File: config.mk
export PLATFORM = sky130hd
export DESIGN_NAME = desc_dma
export DESIGN_NICKNAME = d
export VERILOG_FILES = /design/src/rtl/desc_dma_pkg.sv /design/src/rtl/dma_csr.sv /design/src/rtl/dma_walker.sv /design/src/rtl/desc_dma.sv
export SDC_FILE = /design/constraint.sdc
export NUM_CORES = 1
export LEC_CHECK = 0
export BUFFER_PORTS_ARGS = -buffer_cell sky130_fd_sc_hd__buf_2
export CAP_MARGIN = 40
export CORE_UTILIZATION = 30
export DETAILED_ROUTE_END_ITERATION = 16
export PLACE_DENSITY_LB_ADDON = 0.12
export RECOVER_POWER = 50
export SYNTH_ARGS = -nofsm -noshare
export SYNTH_HDL_FRONTEND = slang
export SYNTH_HIERARCHICAL = 1
export SYNTH_SLANG_ARGS = --single-unit
File: constraint.sdc
create_clock -name clk_i -period 2.66 [get_ports clk_i]
set_clock_uncertainty 0.2 [all_clocks]
set_input_delay 0.399 -clock clk_i [delete_from_list [all_inputs] [get_ports clk_i]]
set_output_delay 0.399 -clock clk_i [all_outputs]
set_load 0.05 [all_outputs]
File: src/rtl/desc_dma_pkg.sv
package desc_dma_pkg;
  // descriptor word 0 flag positions
  localparam int OWN_B   = 31;
  localparam int NOIRQ_B = 1;
  localparam int LAST_B  = 2;
  localparam int FIRST_B = 3;
  localparam int CHAIN_B = 4;
  localparam int RING_B  = 5;
  // status bit positions
  localparam int S_TX  = 0;
  localparam int S_RX  = 1;
  localparam int S_BUS = 2;
  localparam int S_BAD = 4;
  localparam int S_ERR = 5;
  localparam int S_NRM = 8;
  localparam int S_ABN = 9;
  // register select
  localparam logic [1:0] A_CTRL = 2'd0;
  localparam logic [1:0] A_BASE = 2'd1;
  localparam logic [1:0] A_IE   = 2'd2;
  localparam logic [1:0] A_STAT = 2'd3;
  // control bits
  localparam int C_SRST = 0;
  localparam int C_FIXB = 1;
  localparam int C_RUN  = 2;

  typedef enum logic [1:0] {W_IDLE, W_FETCH, W_MOVE, W_WBACK} walk_e;

  typedef struct packed {
    logic bad_desc;
    logic bus_err;
    logic rx_done;
    logic tx_done;
  } evt_t;
endpackage

File: src/rtl/dma_csr.sv
module dma_csr
  import desc_dma_pkg::*;
#(
  parameter int AW = 32,
  parameter int RW = 32
) (
  input  logic          clk_i,
  input  logic          rst_ni,
  input  logic          reg_we_i,
  input  logic [1:0]    reg_addr_i,
  input  logic [RW-1:0] reg_wdata_i,
  output logic [RW-1:0] reg_rdata_o,
  input  logic          busy_i,
  input  evt_t          evt_i,
  output logic          start_o,
  output logic          srst_o,
  output logic [AW-1:0] base_o,
  output logic          fixb_o,
  output logic          irq_o
);
  logic          fixb_q;
  logic [AW-1:0] base_q;
  logic [3:0]    ie_q, st_q, clr, ev;   // order: bad, bus, rx, tx
  logic          wr_ctrl, wr_stat, nrm, abn;
  logic [RW-1:0] stat_full, ie_full;

  assign wr_ctrl = reg_we_i && (reg_addr_i == A_CTRL);
  assign wr_stat = reg_we_i && (reg_addr_i == A_STAT);
  assign srst_o  = wr_ctrl && reg_wdata_i[C_SRST];
  assign start_o = wr_ctrl && reg_wdata_i[C_RUN] && !reg_wdata_i[C_SRST] && !busy_i;
  assign ev      = evt_i;
  assign clr     = wr_stat ? {reg_wdata_i[S_BAD], reg_wdata_i[S_BUS],
                              reg_wdata_i[S_RX], reg_wdata_i[S_TX]} : 4'b0;

  always_ff @(posedge clk_i or negedge rst_ni) begin
    if (!rst_ni) begin
      fixb_q <= 1'b0;
      base_q <= '0;
      ie_q   <= '0;
      st_q   <= '0;
    end else if (srst_o) begin
      fixb_q <= 1'b0;
      st_q   <= '0;
    end else begin
      if (wr_ctrl) fixb_q <= reg_wdata_i[C_FIXB];
      if (reg_we_i && reg_addr_i == A_BASE) base_q <= reg_wdata_i[AW-1:0];
      if (reg_we_i && reg_addr_i == A_IE)
        ie_q <= {reg_wdata_i[S_BAD], reg_wdata_i[S_BUS], reg_wdata_i[S_RX], reg_wdata_i[S_TX]};
      st_q <= (st_q & ~clr) | ev;   // set wins over clear
    end
  end

  assign nrm = |(st_q[1:0] & ie_q[1:0]);
  assign abn = |(st_q[3:2] & ie_q[3:2]);

  always_comb begin
    stat_full        = '0;
    stat_full[S_TX]  = st_q[0];
    stat_full[S_RX]  = st_q[1];
    stat_full[S_BUS] = st_q[2];
    stat_full[S_BAD] = st_q[3];
    stat_full[S_ERR] = st_q[2] | st_q[3];
    stat_full[S_NRM] = nrm;
    stat_full[S_ABN] = abn;
    ie_full          = '0;
    ie_full[S_TX]    = ie_q[0];
    ie_full[S_RX]    = ie_q[1];
    ie_full[S_BUS]   = ie_q[2];
    ie_full[S_BAD]   = ie_q[3];
  end

  always_comb begin
    reg_rdata_o = '0;
    unique case (reg_addr_i)
      A_CTRL: begin
        reg_rdata_o[C_FIXB] = fixb_q;
        reg_rdata_o[C_RUN]  = busy_i;
      end
      A_BASE:  reg_rdata_o = RW'(base_q);
      A_IE:    reg_rdata_o = ie_full;
      default: reg_rdata_o = stat_full;
    endcase
  end

  assign base_o = base_q;
  assign fixb_o = fixb_q;
  assign irq_o  = nrm | abn;
endmodule

File: src/rtl/dma_walker.sv
module dma_walker
  import desc_dma_pkg::*;
#(
  parameter int AW  = 32,
  parameter int DW  = 32,
  parameter int SZW = 16
) (
  input  logic          clk_i,
  input  logic          rst_ni,
  input  logic          start_i,
  input  logic          srst_i,
  input  logic [AW-1:0] base_i,
  input  logic          dir_rx_i,
  output logic          busy_o,
  output evt_t          evt_o,
  output logic          mem_req_o,
  output logic          mem_we_o,
  output logic [AW-1:0] mem_addr_o,
  output logic [DW-1:0] mem_wdata_o,
  input  logic [DW-1:0] mem_rdata_i,
  input  logic          mem_valid_i,
  input  logic          mem_err_i,
  output logic          fifo_push_o,
  output logic [DW-1:0] fifo_wdata_o,
  input  logic          fifo_full_i,
  output logic          fifo_pop_o,
  input  logic [DW-1:0] fifo_rdata_i,
  input  logic          fifo_empty_i
);
  localparam int LW = SZW - 1;                       // word counter width
  localparam logic [LW-1:0] MAX_WORDS = LW'(1) << (SZW - 2);
  localparam logic [AW-1:0] DESC_STRIDE = AW'(16);
  localparam logic [AW-1:0] WORD_STEP   = AW'(4);

  walk_e         st_q;
  logic [1:0]    idx_q;
  logic          dir_q;
  logic [AW-1:0] cur_q, buf_q, nxt_q;
  logic [DW-1:0] flags_q;
  logic [LW-1:0] left_q, words;
  logic [SZW:0]  sz_up;
  logic          done, ok;

  assign sz_up = {1'b0, mem_rdata_i[SZW-1:0]} + (SZW+1)'(3);
  assign words = (mem_rdata_i[SZW-1:0] == '0) ? MAX_WORDS : sz_up[SZW:2];

  always_comb begin
    mem_req_o   = 1'b0;
    mem_we_o    = 1'b0;
    mem_addr_o  = cur_q;
    mem_wdata_o = fifo_rdata_i;
    unique case (st_q)
      W_FETCH: begin
        mem_req_o  = 1'b1;
        mem_addr_o = cur_q + AW'({idx_q, 2'b00});
      end
      W_MOVE: begin
        mem_req_o  = dir_q ? !fifo_empty_i : !fifo_full_i;
        mem_we_o   = dir_q;
        mem_addr_o = buf_q;
      end
      W_WBACK: begin
        mem_req_o   = 1'b1;
        mem_we_o    = 1'b1;
        mem_wdata_o = flags_q & ~(DW'(1) << OWN_B);
      end
      default: ;
    endcase
  end

  assign done = mem_req_o && mem_valid_i;
  assign ok   = done && !mem_err_i;
  assign fifo_push_o  = (st_q == W_MOVE) && !dir_q && ok;
  assign fifo_pop_o   = (st_q == W_MOVE) && dir_q && ok;
  assign fifo_wdata_o = mem_rdata_i;
  assign busy_o       = (st_q != W_IDLE);

  assign evt_o.tx_done  = (st_q == W_WBACK) && ok && !flags_q[NOIRQ_B] && !dir_q;
  assign evt_o.rx_done  = (st_q == W_WBACK) && ok && !flags_q[NOIRQ_B] && dir_q;
  assign evt_o.bus_err  = done && mem_err_i;
  assign evt_o.bad_desc = (st_q == W_FETCH) && (idx_q == 2'd0) && ok && !mem_rdata_i[OWN_B];

  always_ff @(posedge clk_i or negedge rst_ni) begin
    if (!rst_ni) begin
      st_q    <= W_IDLE;
      idx_q   <= '0;
      dir_q   <= 1'b0;
      cur_q   <= '0;
      buf_q   <= '0;
      nxt_q   <= '0;
      flags_q <= '0;
      left_q  <= '0;
    end else if (srst_i) begin
      st_q <= W_IDLE;
    end else if (done && mem_err_i) begin
      st_q <= W_IDLE;
    end else begin
      unique case (st_q)
        W_IDLE: if (start_i) begin
          cur_q <= base_i;
          idx_q <= '0;
          dir_q <= dir_rx_i;
          st_q  <= W_FETCH;
        end
        W_FETCH: if (done) begin
          idx_q <= idx_q + 2'd1;
          unique case (idx_q)
            2'd0: begin
              flags_q <= mem_rdata_i;
              if (!mem_rdata_i[OWN_B]) st_q <= W_IDLE;
            end
            2'd1: left_q <= words;
            2'd2: buf_q  <= mem_rdata_i[AW-1:0];
            default: begin
              nxt_q <= mem_rdata_i[AW-1:0];
              st_q  <= W_MOVE;
            end
          endcase
        end
        W_MOVE: if (done) begin
          buf_q  <= buf_q + WORD_STEP;
          left_q <= left_q - LW'(1);
          if (left_q == LW'(1)) st_q <= W_WBACK;
        end
        W_WBACK: if (done) begin
          idx_q <= '0;
          if (flags_q[LAST_B]) st_q <= W_IDLE;
          else begin
            st_q <= W_FETCH;
            if (flags_q[CHAIN_B])     cur_q <= nxt_q;
            else if (flags_q[RING_B]) cur_q <= base_i;
            else                      cur_q <= cur_q + DESC_STRIDE;
          end
        end
        default: st_q <= W_IDLE;
      endcase
    end
  end
endmodule

File: src/rtl/desc_dma.sv
module desc_dma
  import desc_dma_pkg::*;
#(
  parameter int AW  = 32,
  parameter int DW  = 32,
  parameter int SZW = 16
) (
  input  logic          clk_i,
  input  logic          rst_ni,
  input  logic          reg_we_i,
  input  logic [1:0]    reg_addr_i,
  input  logic [31:0]   reg_wdata_i,
  output logic [31:0]   reg_rdata_o,
  input  logic          dir_rx_i,
  output logic          mem_req_o,
  output logic          mem_we_o,
  output logic [AW-1:0] mem_addr_o,
  output logic [DW-1:0] mem_wdata_o,
  input  logic [DW-1:0] mem_rdata_i,
  input  logic          mem_valid_i,
  input  logic          mem_err_i,
  output logic          mem_fixburst_o,
  output logic          fifo_push_o,
  output logic [DW-1:0] fifo_wdata_o,
  input  logic          fifo_full_i,
  output logic          fifo_pop_o,
  input  logic [DW-1:0] fifo_rdata_i,
  input  logic          fifo_empty_i,
  output logic          irq_o
);
  logic          busy, start, srst;
  logic [AW-1:0] base;
  evt_t          evt;

  dma_csr #(.AW(AW), .RW(32)) u_csr (
    .clk_i, .rst_ni, .reg_we_i, .reg_addr_i, .reg_wdata_i, .reg_rdata_o,
    .busy_i(busy), .evt_i(evt), .start_o(start), .srst_o(srst),
    .base_o(base), .fixb_o(mem_fixburst_o), .irq_o
  );

  dma_walker #(.AW(AW), .DW(DW), .SZW(SZW)) u_walk (
    .clk_i, .rst_ni, .start_i(start), .srst_i(srst), .base_i(base),
    .dir_rx_i, .busy_o(busy), .evt_o(evt),
    .mem_req_o, .mem_we_o, .mem_addr_o, .mem_wdata_o, .mem_rdata_i,
    .mem_valid_i, .mem_err_i,
    .fifo_push_o, .fifo_wdata_o, .fifo_full_i,
    .fifo_pop_o, .fifo_rdata_i, .fifo_empty_i
  );
endmodule

* Word level (Yosys, flattened, before mapping) *
Index checks and enable logic that the tools add are counted.

operators by class
  reduce and logical (&&, ||, !) cells = 54
  eq/ne operators = 23
  mux-type cells = 42
  bitwise operators = 10
  add/sub/neg operators = 6

operator list
  kind                     count
  $mux W32                 9
  $pmux W32 S2             3
  $pmux W29 S3             1
  $mux W15                 4
  $add A32 B3 Y32 const B  1
  $add A32 B4 Y32          1
  $add A32 B5 Y32 const B  1
  $pmux W15 S2             1
  $reduce_and A6 Y1        4
  $logic_and A1 B1 Y1      22
  $mux W2                  11
  $add A16 B2 Y17 const B  1
  $logic_not A16 Y1        1
  $eq A15 B1 Y1 const B    1
  $sub A15 B1 Y15 const B  1
  $ne A4 B3 Y1 const B     3
  $ne A4 B4 Y1 const B     3
  $pmux W2 S3              2
  $eq A2 B2 Y1 const B     5
  $reduce_and A5 Y1        2
  $logic_not A1 Y1         8
  $mux W4                  2
  $ne A2 B2 Y1 const B     4
  $pmux W2 S4              1
  22 further kinds         43

word-level totals
  word-level logic and storage cells = 147
  output and inout bits = 134
  register bits = 188
  input bits = 106

* Longest topological paths before layout *
Gate-level depths: netlist of run 1.

  depth in word-level cells = 10
  gate-level depth with buffers = 11

* Modules after synthesis *
Netlist of run 1, hierarchy kept.

modules (own cells, without submodules)
  module      area an instance (sq um)  times used  cells each
  dma_walker  10735.3                   1           1218
  dma_csr     1935.6                    1           148

* Least setup slack after synthesis of run 1 *
No wires, ideal clock.

  path kind = register -> output
  start = register u_walk.cur_q[4]
  end = output mem_addr_o[28]
  buffers on the path = 2
  stages on the path, launching flop included = 8
  arrival time = 3.406 ns
  setup slack = -1.345 ns
  required time = 2.061 ns
  path through = dfrtp_1 -> ha_1 -> and4_1 -> clkbuf_1 -> and4_1 -> buf_2 -> nand4_1 -> o311ai_0

on the way
  word-level cells in the longest chain between the ends = 2

RTL lines
  what                      RTL line           text
  start: declaration        dma_walker.sv:38   logic [AW-1:0] cur_q, buf_q, nxt_q;
  start signal: assignment  dma_walker.sv:100  cur_q <= base_i;
  start signal: assignment  dma_walker.sv:130  if (flags_q[CHAIN_B]) cur_q <= nxt_q;
  start signal: assignment  dma_walker.sv:131  else if (flags_q[RING_B]) cur_q <= base_i;
  $add A32 B4 Y32           dma_walker.sv:55   mem_addr_o = cur_q + AW'({idx_q, 2'b00});
  $pmux W32 S2              dma_walker.sv:52   unique case (st_q)
  end: declaration          desc_dma.sv:17     output logic [AW-1:0] mem_addr_o,

Every way passes these cells.

* Final worst setup path of run 1 *
  start = register u_walk.idx_q[1]
  end = output mem_addr_o[14]

on the way
  word-level cells in the longest chain between the ends = 2

RTL lines
  what                      RTL line           text
  start: declaration        dma_walker.sv:36   logic [1:0] idx_q;
  start signal: assignment  dma_walker.sv:106  idx_q <= idx_q + 2'd1;
  $add A32 B4 Y32           dma_walker.sv:55
  $pmux W32 S2              dma_walker.sv:52

Every way passes these cells.

==> impl_metrics.ini, run 1 <==
[power_and_ir_drop]
p_int_w = 0.01567
clockPowerShare_pct = 8.6
p_comb_share_pct = 74.3
power.density_nw_per_um2 = 1517
pwr-share-seq_pct = 17.1
power.switching_w = 0.01449
p_sw_share_pct = 48.05
p_leak_nw = 8.609
ir_drop_mv = 1.105

[cells_and_area]
layout.nets = 1923
diodes = 0
final_common_cell = buf_4
mostFrequentLayoutCells = buf_4, dfrtp_1, buf_2, mux2_2, nand2_1
fin_area_um2 = 19880
drive_gt1_share_pct = 51.52
syn_to_final_growth_pct = 56.91
nFillCells = 3818

[floorplanning]
rows = 74
die_w_um = 207.5
die_y_um = 207.5
num_io_pins = 240
start_util_pct = 30.75
core_um2 = 41200
die_area_um2 = 43060

[worst_setup_path]
crit_top_cell = buf_6
r2r-end = u_walk/buf_q[2]
r2r_setup_slack_ns = -0.17
reg2reg_depth = 13
regToRegStartpoint = u_walk/st_q[1]
cp_max_fo = 3
cp_cell_sequence = buf_6, fa_2, nand2_4, buf_6, nor2_4, xnor2_2, buf_4, o21ai_4, buf_6
worst_setup_path_start_kind = register
worst_path_max_delay_cell = dfrtp_1
crit_path_end_kind = output port
crit_arrival_ns = 2.40
cpPeakStageDelay_ns = 0.43
crit_type = reg -> out
cp.required_ns = 2.06

[flow_run]
cap_violations = 0

[placement]
place_congestion = 0.8977
dpl.hpwl_mm = 36.29
post_dp_cell_area_um2 = 15770
portBuffers = 239
place_ws_ns = -0.1341

[clocking]
cts-root-buf = clkbuf_16
cts_tree = yes
clk_pin_slew_ns = 0.07
clk_latency_ns = 0.46
clockBufferDepth = 2
h-tree-depth = 4
clock_sinks = 188
numCtsBuffers = 17

[synthesis]
synth_seq_cells = 188
synth_ff_type = dfrtp_1
yosysTopAreaCellShare_pct = 37.13
yosysSeqAreaShare_pct = 37.13
synthCells = 1366
synth_area_um2 = 12670
synthTopCellsByArea = dfrtp_1, mux2_2, nand2_1, o21ai_0, a21oi_1
synth_top_area_cell = dfrtp_1
synth_edf_count = 0
avgSynthCellArea_um2 = 9.276
synth_warnings = 6
ys_types = 84
async_reset_ff_share_pct = 100.0
synthesis.nets = 1488

[timing]
layout_min_cycle_time_ns = 2.998
timing.fmax_mhz = 333.5
setup_viol = 79
rsz0062_at_grt = true
slew_viol_final = 0
hold_viol_final = 0
worst_slack_ns = -0.3384
worst_pin_slew_ns = 1.075
period_share_pct = 112.7
relSlewSlack_pct = 28.31
tns_ns = -11.52

[detailed_routing]
drtAntennaViolNets = 0
dr.pass1.iters = 5
drt-initial-drc-count = 930
wl_mm = 54.98
via_per_inst = 5.609
num_vias = 13140
post_drt_wl_per_cell_um = 23.46
drc = 0

[outcome]
status = finished, violations left
failed_checks = negative setup slack

[global_route]
overflow = 0
grt_antenna_before_repair = 0
grt_max_degree = 57
grt_pass1_wl_mm = 80.05
grt_pass1_vias = 12900
track_usage_pct = 24.39

[min_path]
hold_class = in -> reg
whs_endpoint = u_csr/st_q[2]
holdCritStartpoint = reg_wdata_i[2]
hold_depth = 2
## worst max-delay path by stage
stage                                from             end  slack [ns]  cells after the start
final                     u_walk/idx_q[1]  mem_addr_o[14]       -0.34                      9
after global routing      u_walk/cur_q[3]  mem_addr_o[15]       -0.41                      7
after CTS                 u_walk/cur_q[2]  mem_addr_o[14]       -0.38                      9
after detailed placement  u_walk/idx_q[0]  mem_addr_o[14]       -0.13                      9
after global placement    u_walk/idx_q[0]  mem_addr_o[14]       -0.12                      9
after floorplan            u_walk/st_q[1]   mem_addr_o[3]       -0.08                      7
## registers in the layout, summed over array words and instances, names as in the netlist
signal          flops
u_walk/cur_q       32
u_walk/idx_q        2
u_walk/left_q      15
u_csr/base_o       32
u_csr/fixb_o        1
u_walk/nxt_q       32
u_walk/dir_q        1
u_walk/buf_q       32
u_csr/ie_q          4
u_csr/st_q          4
u_walk/flags_q     31
u_walk/st_q         2
## worst max-delay path, delay by kind of cell (launching register included)
kind / cells / cell delay (ns)
adders and majority gates: 1 / 0.42
DFF: 1 / 0.43
xor gates and xnor gates: 1 / 0.24
AOI/OAI and AO/OA: 1 / 0.05
and+or+nand+nor: 2 / 0.19
buffers and inverters: 4 / 0.60
## cells by family after synthesis
family,count (synthesis),synth area share (%)
XOR/XNOR,28,1.935
AO/OA/AOI/OAI,368,20.43
buffers and inverters,180,7.011
adder cells (fa/ha/maj),16,1.639
AND/OR/NAND/NOR,432,17.97
flip-flops,188,37.13
multiplexers,154,13.88
## through the flow
stage	total power (W)	utilization, %	std cells	hold WS, ns
after floorplan	0.01506	-	1366	-0.09659
after global placement	0.02063	38.26	2174	0.1571
after detailed placement	0.02071	38.28	2175	0.1544
after CTS	0.02795	45.65	2311	0.0003752
after global routing	0.03155	48.25	2343	0.02897
final	0.03016	48.25	2343	0.02210
## area by class of cell
class / instances / area, µm² / area share (%)
sequential: 188 / 4712 / 23.70
multi-input combinational: 998 / 8534 / 42.93
clock buffer: 19 / 442.9 / 2.228
clock inverter: 10 / 118.9 / 0.5979
timing repair buffer: 565 / 5268 / 26.49
inverter: 31 / 140.1 / 0.7048
tap: 532 / 665.6 / 3.348
## synth_stat cells, types with 15 or more instances
cell      count
dfrtp_1     188
mux2_2      138
nand2_1     112
clkbuf_1     75
o21ai_0      72
a21oi_1      67
nor2_1       63
nand3_1      51
buf_4        40
nand4_1      40
and2_1       33
a31oi_1      32
nor3_1       32
inv_1        29
and3_1       25
a22oi_1      20
nor4_1       18
ha_1         15
o211ai_1     15
## repair_timing
| item | CTS | global route |
|---|---|---|
| cloned | 12 | 7 |
| hold endpoints to repair | 66 | 0 |
| hold buffers | 32 | 0 |
| pin swaps | 46 | 69 |
| endpoints found under the setup margin | 104 | 193 |
| gates resized for setup | 342 | 200 |
| setup buffers | 66 | 40 |
## per-layer routing
| layer | global-route usage (%) | vias to the layer above | share of wire (%) |
|---|---|---|---|
| met2 | 41.50 | 438 | 49 |
| met1 | 32.08 | 6683 | 43 |
| met3 | 3.949 | 45 | 5.4 |
| met4 | 6.150 | 0 | 1.7 |
| met5 | 0 | - | 0 |
| li1 | - | 5977 | - |
## power groups by stage
stage | Clock, W | Sequential, W | Combinational, W
after global placement | 0 | 0.00511 | 0.0155
final | 0.00260 | 0.00516 | 0.0224
after detailed placement | 0 | 0.00511 | 0.0156
after global routing | 0.00278 | 0.00531 | 0.0235
after floorplan | 0 | 0.00468 | 0.0104
after CTS | 0.00267 | 0.00510 | 0.0202
Power figures use the tool's default switching activity.
==> run 2, diff against run 1 <==
--- a/config.mk
+++ b/config.mk
@@ -8,10 +8,10 @@
 export BUFFER_PORTS_ARGS = -buffer_cell sky130_fd_sc_hd__buf_2
 export CAP_MARGIN = 40
 export CORE_UTILIZATION = 30
+export CTS_CLUSTER_SIZE = 40
 export DETAILED_ROUTE_END_ITERATION = 16
-export PLACE_DENSITY_LB_ADDON = 0.12
+export PLACE_DENSITY = 0.57
 export RECOVER_POWER = 50
 export SYNTH_ARGS = -nofsm -noshare
 export SYNTH_HDL_FRONTEND = slang
-export SYNTH_HIERARCHICAL = 1
 export SYNTH_SLANG_ARGS = --single-unit
==> run 2 against run 1 <==
Against the previous run:
- the run still ends with negative setup slack left
- critical path depth shrank 1
- sequential share of layout area rose by 0.55 points
- design area shrank 2.2%
- combinational power down 21%
- flip-flop and latch count unchanged
- fmax shrank 7.2%
- clock power increased by 10%
- first-iteration DRC count is 0.75% lower
- worst setup slack worse by 0.23 ns
- largest cell class unchanged
==> impl_metrics.ini, run 2 <==
[outcome]
status = finished, violations left
failed_checks = negative setup slack

[synthesis]
synth_seq_cells = 188
synth-compound-area-share_pct = 21.19
synth-adder-area-share_pct = 1.855
yosysTopAreaCellShare_pct = 39.64
synthTopCellsByArea = dfrtp_1, mux2_2, nand2_1, a21oi_1, o21ai_0
synthesis.nets = 1405
yosysMostFrequentCell = dfrtp_1
synth_ff_type = dfrtp_1
synthXorXnorAreaFrac_pct = 1.254
ys_types = 71
synthSimpleGateAreaFrac_pct = 15.91
synthCells = 1282
async_reset_ff_share_pct = 100.0
avgSynthCellArea_um2 = 9.258
yosysSeqAreaShare_pct = 39.64
synth_warnings = 0
netlist_top_cells_count = dfrtp_1, nand2_1, mux2_2
synth_edf_count = 0
synth_top_area_cell = dfrtp_1
synth_top_family_by_area = compound AO/OA/AOI/OAI gates
synth_area_um2 = 11870
synth_mux_area_share_pct = 14.07

[global_route]
track_usage_pct = 23.14
overflow = 0
grt_max_degree = 52
grt_pass1_vias = 11730
grt_antenna_before_repair = 0
grt_pass1_wl_mm = 71.84

[floorplanning]
die_area_um2 = 40360
start_util_pct = 30.57
rows = 72
die_w_um = 200.9
core_um2 = 38830
die_y_um = 200.9
num_io_pins = 240

[timing]
period_share_pct = 121.5
relSlewSlack_pct = 3.401
worst_pin_slew_ns = 1.449
setup_viol = 190
worst_slack_ns = -0.5722
layout_min_cycle_time_ns = 3.232
slew_viol_final = 0
timing.fmax_mhz = 309.4
hold_viol_final = 0
tns_ns = -20.25
hold_slack_ns = 0.02070
rsz0062_at_grt = true

[worst_setup_path]
crit_arrival_ns = 2.63
cp.required_ns = 2.06
cpLargestDelayFamily = simple AND/OR/NAND/NOR gates
crit_top_cell = nand4_1
worst_path_max_delay_cell = dfrtp_1
regToRegStartpoint = u_walk.st_q[0]
startpoint = u_walk.idx_q[0]
crit_type = reg -> out
crit_path_end_kind = output port
crit_buf_inv = 1
cp_max_fo = 2
cp_cell_sequence = ha_2, fa_2, nand4_1, nor3_2, nand4_1, o32a_1, o22ai_4, buf_6
worst_setup_path_start_kind = register
cpPeakStageDelay_ns = 0.37

[power_and_ir_drop]
power.density_nw_per_um2 = 1334
p_int_w = 0.01407
p_sw_share_pct = 45.70
ir_drop_mv = 0.8016
p_leak_nw = 8.496
power.switching_w = 0.01184
p_comb_share_pct = 68.0
pwr-share-seq_pct = 20.9
clockPowerShare_pct = 11.1

[cells_and_area]
final_util_pct = 50.05
fin_area_um2 = 19430
drive_gt1_share_pct = 52.06
layout.nets = 1858
register_area_um2 = 4713
multi_input_area_um2 = 8021
mostFrequentLayoutCells = dfrtp_1, buf_4, buf_2, nand2_1, buf_6
syn_to_final_growth_pct = 63.75
nFillCells = 3408
diodes = 0
final_common_cell = dfrtp_1

[min_path]
hold_class = in -> reg
holdCritStartpoint = reg_wdata_i[4]

[detailed_routing]
dr.pass1.iters = 5
met3_length_mm = 3.503
drc = 0
num_vias = 12590
highest-signal-layer = met4
drtAntennaViolNets = 0
drt-met1-wl_mm = 21.59
wl_mm = 50.99
via_per_inst = 5.557
dr_wl_met2_mm = 23.93
drt-initial-drc-count = 923
post_drt_wl_per_cell_um = 22.50

[placement]
dpl.hpwl_mm = 32.73
portBuffers = 239
post_dp_cell_area_um2 = 15230
place_congestion = 0.9142

[clocking]
clk_latency_ns = 0.46
cts_tree = yes
clk_pin_slew_ns = 0.08
numCtsBuffers = 17
clock_sinks = 188
cts-root-buf = clkbuf_16
clockBufferDepth = 2
h-tree-depth = 4

[flow_run]
cap_violations = 0
-- run 2: cell types whose count changed after synthesis, moves of 12 or more --
cell	change
a21oi_1	+26
a2bb2oi_1	+13
and4_1	-12
mux2_2	-35
mux2_4	+27
nand2_1	+23
nand4_1	-19
o21ai_0	+18
o22ai_1	+23
-- run 2: worst paths after layout --
check / end / slack [ns] / cells past startpoint
worst max-delay path: mem_addr_o[26] / -0.57 / 8
worst min-delay path: u_csr.ie_q[3] / 0.02 / 2
worst max register to register: u_walk.left_q[14] / -0.18 / 15
worst min register to register: u_walk.left_q[13] / 0.29 / 1
max in group asynchronous: u_walk.cur_q[6] / 0.24 / 3
min in group asynchronous: u_walk.flags_q[21] / 0.63 / 2
-- run 2: cells by family (layout without fill, tap and decap cells) --
family / after synthesis / after routing
AND/OR/NAND/NOR: 389 / 389
flip-flops: 188 / 188
adder cells (fa/ha/maj): 17 / 17
AO/OA/AOI/OAI: 385 / 385
XOR/XNOR: 17 / 17
buffers and inverters: 149 / 615
multiplexers: 137 / 137
-- run 2: routing by layer --
layer  up-vias  GRT usage (%)
li1       5657              -
met1      6227          31.73
met2       604          37.02
met3       105          3.425
met4         0          8.070
met5         -              0
-- run 2: stage by stage --
step	cells	worst slack, ns	total power, W
after CTS	2218	-0.5024	0.02333
after detailed placement	2100	-0.1613	0.01764
after floorplan	1282	-0.1371	0.01287
after global placement	2100	-0.1361	0.01749
final	2266	-0.5722	0.02592
after global routing	2266	-0.6521	0.02695
-- run 2: timing repair --
| item | CTS | global route |
|---|---|---|
| hold buffers | 30 | 0 |
| resized for setup | 304 | 244 |
| hold endpoints to repair | 75 | 0 |
| setup endpoints to repair | 119 | 194 |
| cloned | 11 | 15 |
| pin swaps | 46 | 73 |
| buffers inserted | 45 | 41 |
-- run 2: power groups by stage --
| stage | Clock [W] | Combinational [W] | Sequential (W) |
|---|---|---|---|
| after floorplan | 0 | 0.00798 | 0.00489 |
| after global placement | 0 | 0.0122 | 0.00525 |
| after detailed placement | 0 | 0.0124 | 0.00527 |
| after CTS | 0.00293 | 0.0151 | 0.00527 |
| after global routing | 0.00302 | 0.0184 | 0.00552 |
| final | 0.00287 | 0.0176 | 0.00541 |
-- run 2: cell type report --
type	instances	area share, %
Multi-Input combinational cell	945	41.27
Timing Repair Buffer	556	27.16
Sequential cell	188	24.25
Tap cell	518	3.335
Clock buffer	18	2.260
Clock inverter	14	1.056
Inverter	27	0.6695
==> run 3, diff against run 2 <==
--- a/config.mk
+++ b/config.mk
@@ -11,7 +11,7 @@
 export CTS_CLUSTER_SIZE = 40
 export DETAILED_ROUTE_END_ITERATION = 16
 export PLACE_DENSITY = 0.57
-export RECOVER_POWER = 50
+export RECOVER_POWER = 25
 export SYNTH_ARGS = -nofsm -noshare
 export SYNTH_HDL_FRONTEND = slang
 export SYNTH_SLANG_ARGS = --single-unit
==> run 3 against run 2 <==
Against the previous run:
- the run ends with max-capacitance violations, max-slew violations, negative setup slack left
- fmax up 0.50%
- cell count is the same
- non-clock buffer count unchanged
- register-to-register slack is essentially flat
- global-route usage unchanged
- critical path type unchanged
- largest power group unchanged
- combinational power is essentially flat
- largest cell class unchanged
- sequential share of layout area hardly changed
- die area unchanged
==> impl_metrics.ini, run 3 (synthesis gave the netlist of run 2 again) <==
[worst_setup_path]
r2r_setup_slack_ns = -0.18
worst_setup_path_start_kind = register
crit_path_end_kind = output port
worst_path_max_delay_cell = dfrtp_1
cp_cell_sequence = ha_2, fa_2, nand4_1, nor3_2, nand4_1, o32a_1, o22ai_4, buf_6
cpPeakStageDelay_ns = 0.37
crit_top_cell = nand4_1
crit_type = reg -> out
cp.required_ns = 2.06
crit_buf_inv = 1
crit_arrival_ns = 2.62
cp_max_fo = 2
cpLargestDelayFamily = simple AND/OR/NAND/NOR gates

[timing]
worst_pin_slew_ns = 1.527
rsz0062_at_grt = true
layout_min_cycle_time_ns = 3.216
timing.fmax_mhz = 311.0
slew_viol_final = 50
setup_viol = 186
relSlewSlack_pct = -1.775
period_share_pct = 120.9
worst_slack_ns = -0.5559
hold_viol_final = 0

[detailed_routing]
wl_mm = 50.88
dr.pass1.iters = 7
drc = 0
drtAntennaViolNets = 0
num_vias = 12600
via_per_inst = 5.560
post_drt_wl_per_cell_um = 22.45
drt-initial-drc-count = 942

[cells_and_area]
mostFrequentLayoutCells = dfrtp_1, buf_4, buf_2, nand2_1, buf_6
final_common_cell = dfrtp_1
nFillCells = 3405
fin_area_um2 = 19460
syn_to_final_growth_pct = 63.96
layout.nets = 1858
drive_gt1_share_pct = 52.06
diodes = 0
final_util_pct = 50.12

[floorplanning]
num_io_pins = 240
core_um2 = 38830
die_y_um = 200.9
die_area_um2 = 40360
rows = 72
die_w_um = 200.9
start_util_pct = 30.57

[global_route]
grt_pass1_wl_mm = 71.84
grt_max_degree = 52
overflow = 0
grt_pass1_vias = 11730
grt_antenna_before_repair = 0
track_usage_pct = 23.14

[clocking]
numCtsBuffers = 17
cts-root-buf = clkbuf_16
clockBufferDepth = 2
h-tree-depth = 4
clk_pin_slew_ns = 0.08
cts_tree = yes
clk_latency_ns = 0.46
clock_sinks = 188

[outcome]
failed_checks = max-capacitance violations, max-slew violations, negative setup slack
status = finished, violations left

[power_and_ir_drop]
ir_drop_mv = 0.8008
power.density_nw_per_um2 = 1332
p_leak_nw = 8.505

[min_path]
hold_class = in -> reg

[placement]
place_ws_ns = -0.1613
portBuffers = 239
dpl.hpwl_mm = 32.73
post_dp_cell_area_um2 = 15230
place_congestion = 0.9142

[flow_run]
cap_violations = 1
## run 3: cell types whose count changed in the layout (fill, tap and decap cells not counted), sizes merged
cell | previous run | this run
clkbuf | 37 | 35
buf | 505 | 507
## run 3: layout make-up
type | count | area, µm² | share of cell area, %
Tap cell | 518 | 648.1 | 3.331
Timing Repair Buffer | 556 | 5303 | 27.25
Inverter | 27 | 130.1 | 0.6687
Multi-Input combinational cell | 945 | 8021 | 41.22
Sequential cell | 188 | 4713 | 24.22
Clock inverter | 14 | 205.2 | 1.054
Clock buffer | 18 | 439.2 | 2.257
## run 3: worst register-to-register path, cell delays in order (launching register included)
cell and delay [ns]:
dfrtp_2 0.46, buf_6 0.14, ha_4 0.16, buf_6 0.11
buf_12 0.14, buf_12 0.15, nor2b_4 0.14, a221oi_4 0.08
buf_4 0.15, a31oi_4 0.14, nor3_2 0.06, buf_4 0.15
buf_12 0.14, buf_8 0.12, a21o_1 0.18, a221oi_2 0.24
## run 3: worst paths after layout
path | startpoint | end | cells past startpoint
hold / removal | reg_wdata_i[4] | u_csr.ie_q[3] | 2
min in group asynchronous | rst_ni | u_walk.flags_q[21] | 2
setup reg to reg | u_walk.st_q[0] | u_walk.left_q[14] | 15
max in group asynchronous | rst_ni | u_walk.cur_q[23] | 3
hold reg to reg | u_walk.left_q[13] | u_walk.left_q[13] | 1
setup / recovery | u_walk.idx_q[0] | mem_addr_o[26] | 8
## run 3: power breakdown
part           switching (W)  internal, W
clock                0.00125      0.00162
combinational        0.00928      0.00836
sequential           0.00131      0.00410
## run 3: metrics by stage
stage | hold WS (ns) | TNS, ns | power (W) | instances
floorplan | -0.09659 | -3.334 | 0.01287 | 1282
global placement | 0.2210 | -1.462 | 0.01749 | 2100
detailed placement | 0.2166 | -3.246 | 0.01764 | 2100
CTS | 0.003134 | -11.96 | 0.02333 | 2218
global route | 0.01564 | -33.06 | 0.02696 | 2266
finish | 0.01722 | -20.29 | 0.02591 | 2266
## run 3: timing repair
action | CTS | global route
setup buffers | 45 | 41
hold buffers | 30 | 0
gates resized for setup | 304 | 244
cloned | 11 | 15
pin swaps | 46 | 73
endpoints found under the setup margin | 119 | 194
hold endpoints to repair | 75 | 0
## run 3: metal layers
| layer | GRT usage, % | vias up | part of all wire [%] |
|---|---|---|---|
| li1 | - | 5664 | - |
| met1 | 31.73 | 6227 | 42 |
| met2 | 37.02 | 594 | 47 |
| met3 | 3.425 | 114 | 6.9 |
| met4 | 8.070 | 0 | 3.9 |
| met5 | 0 | - | 0 |
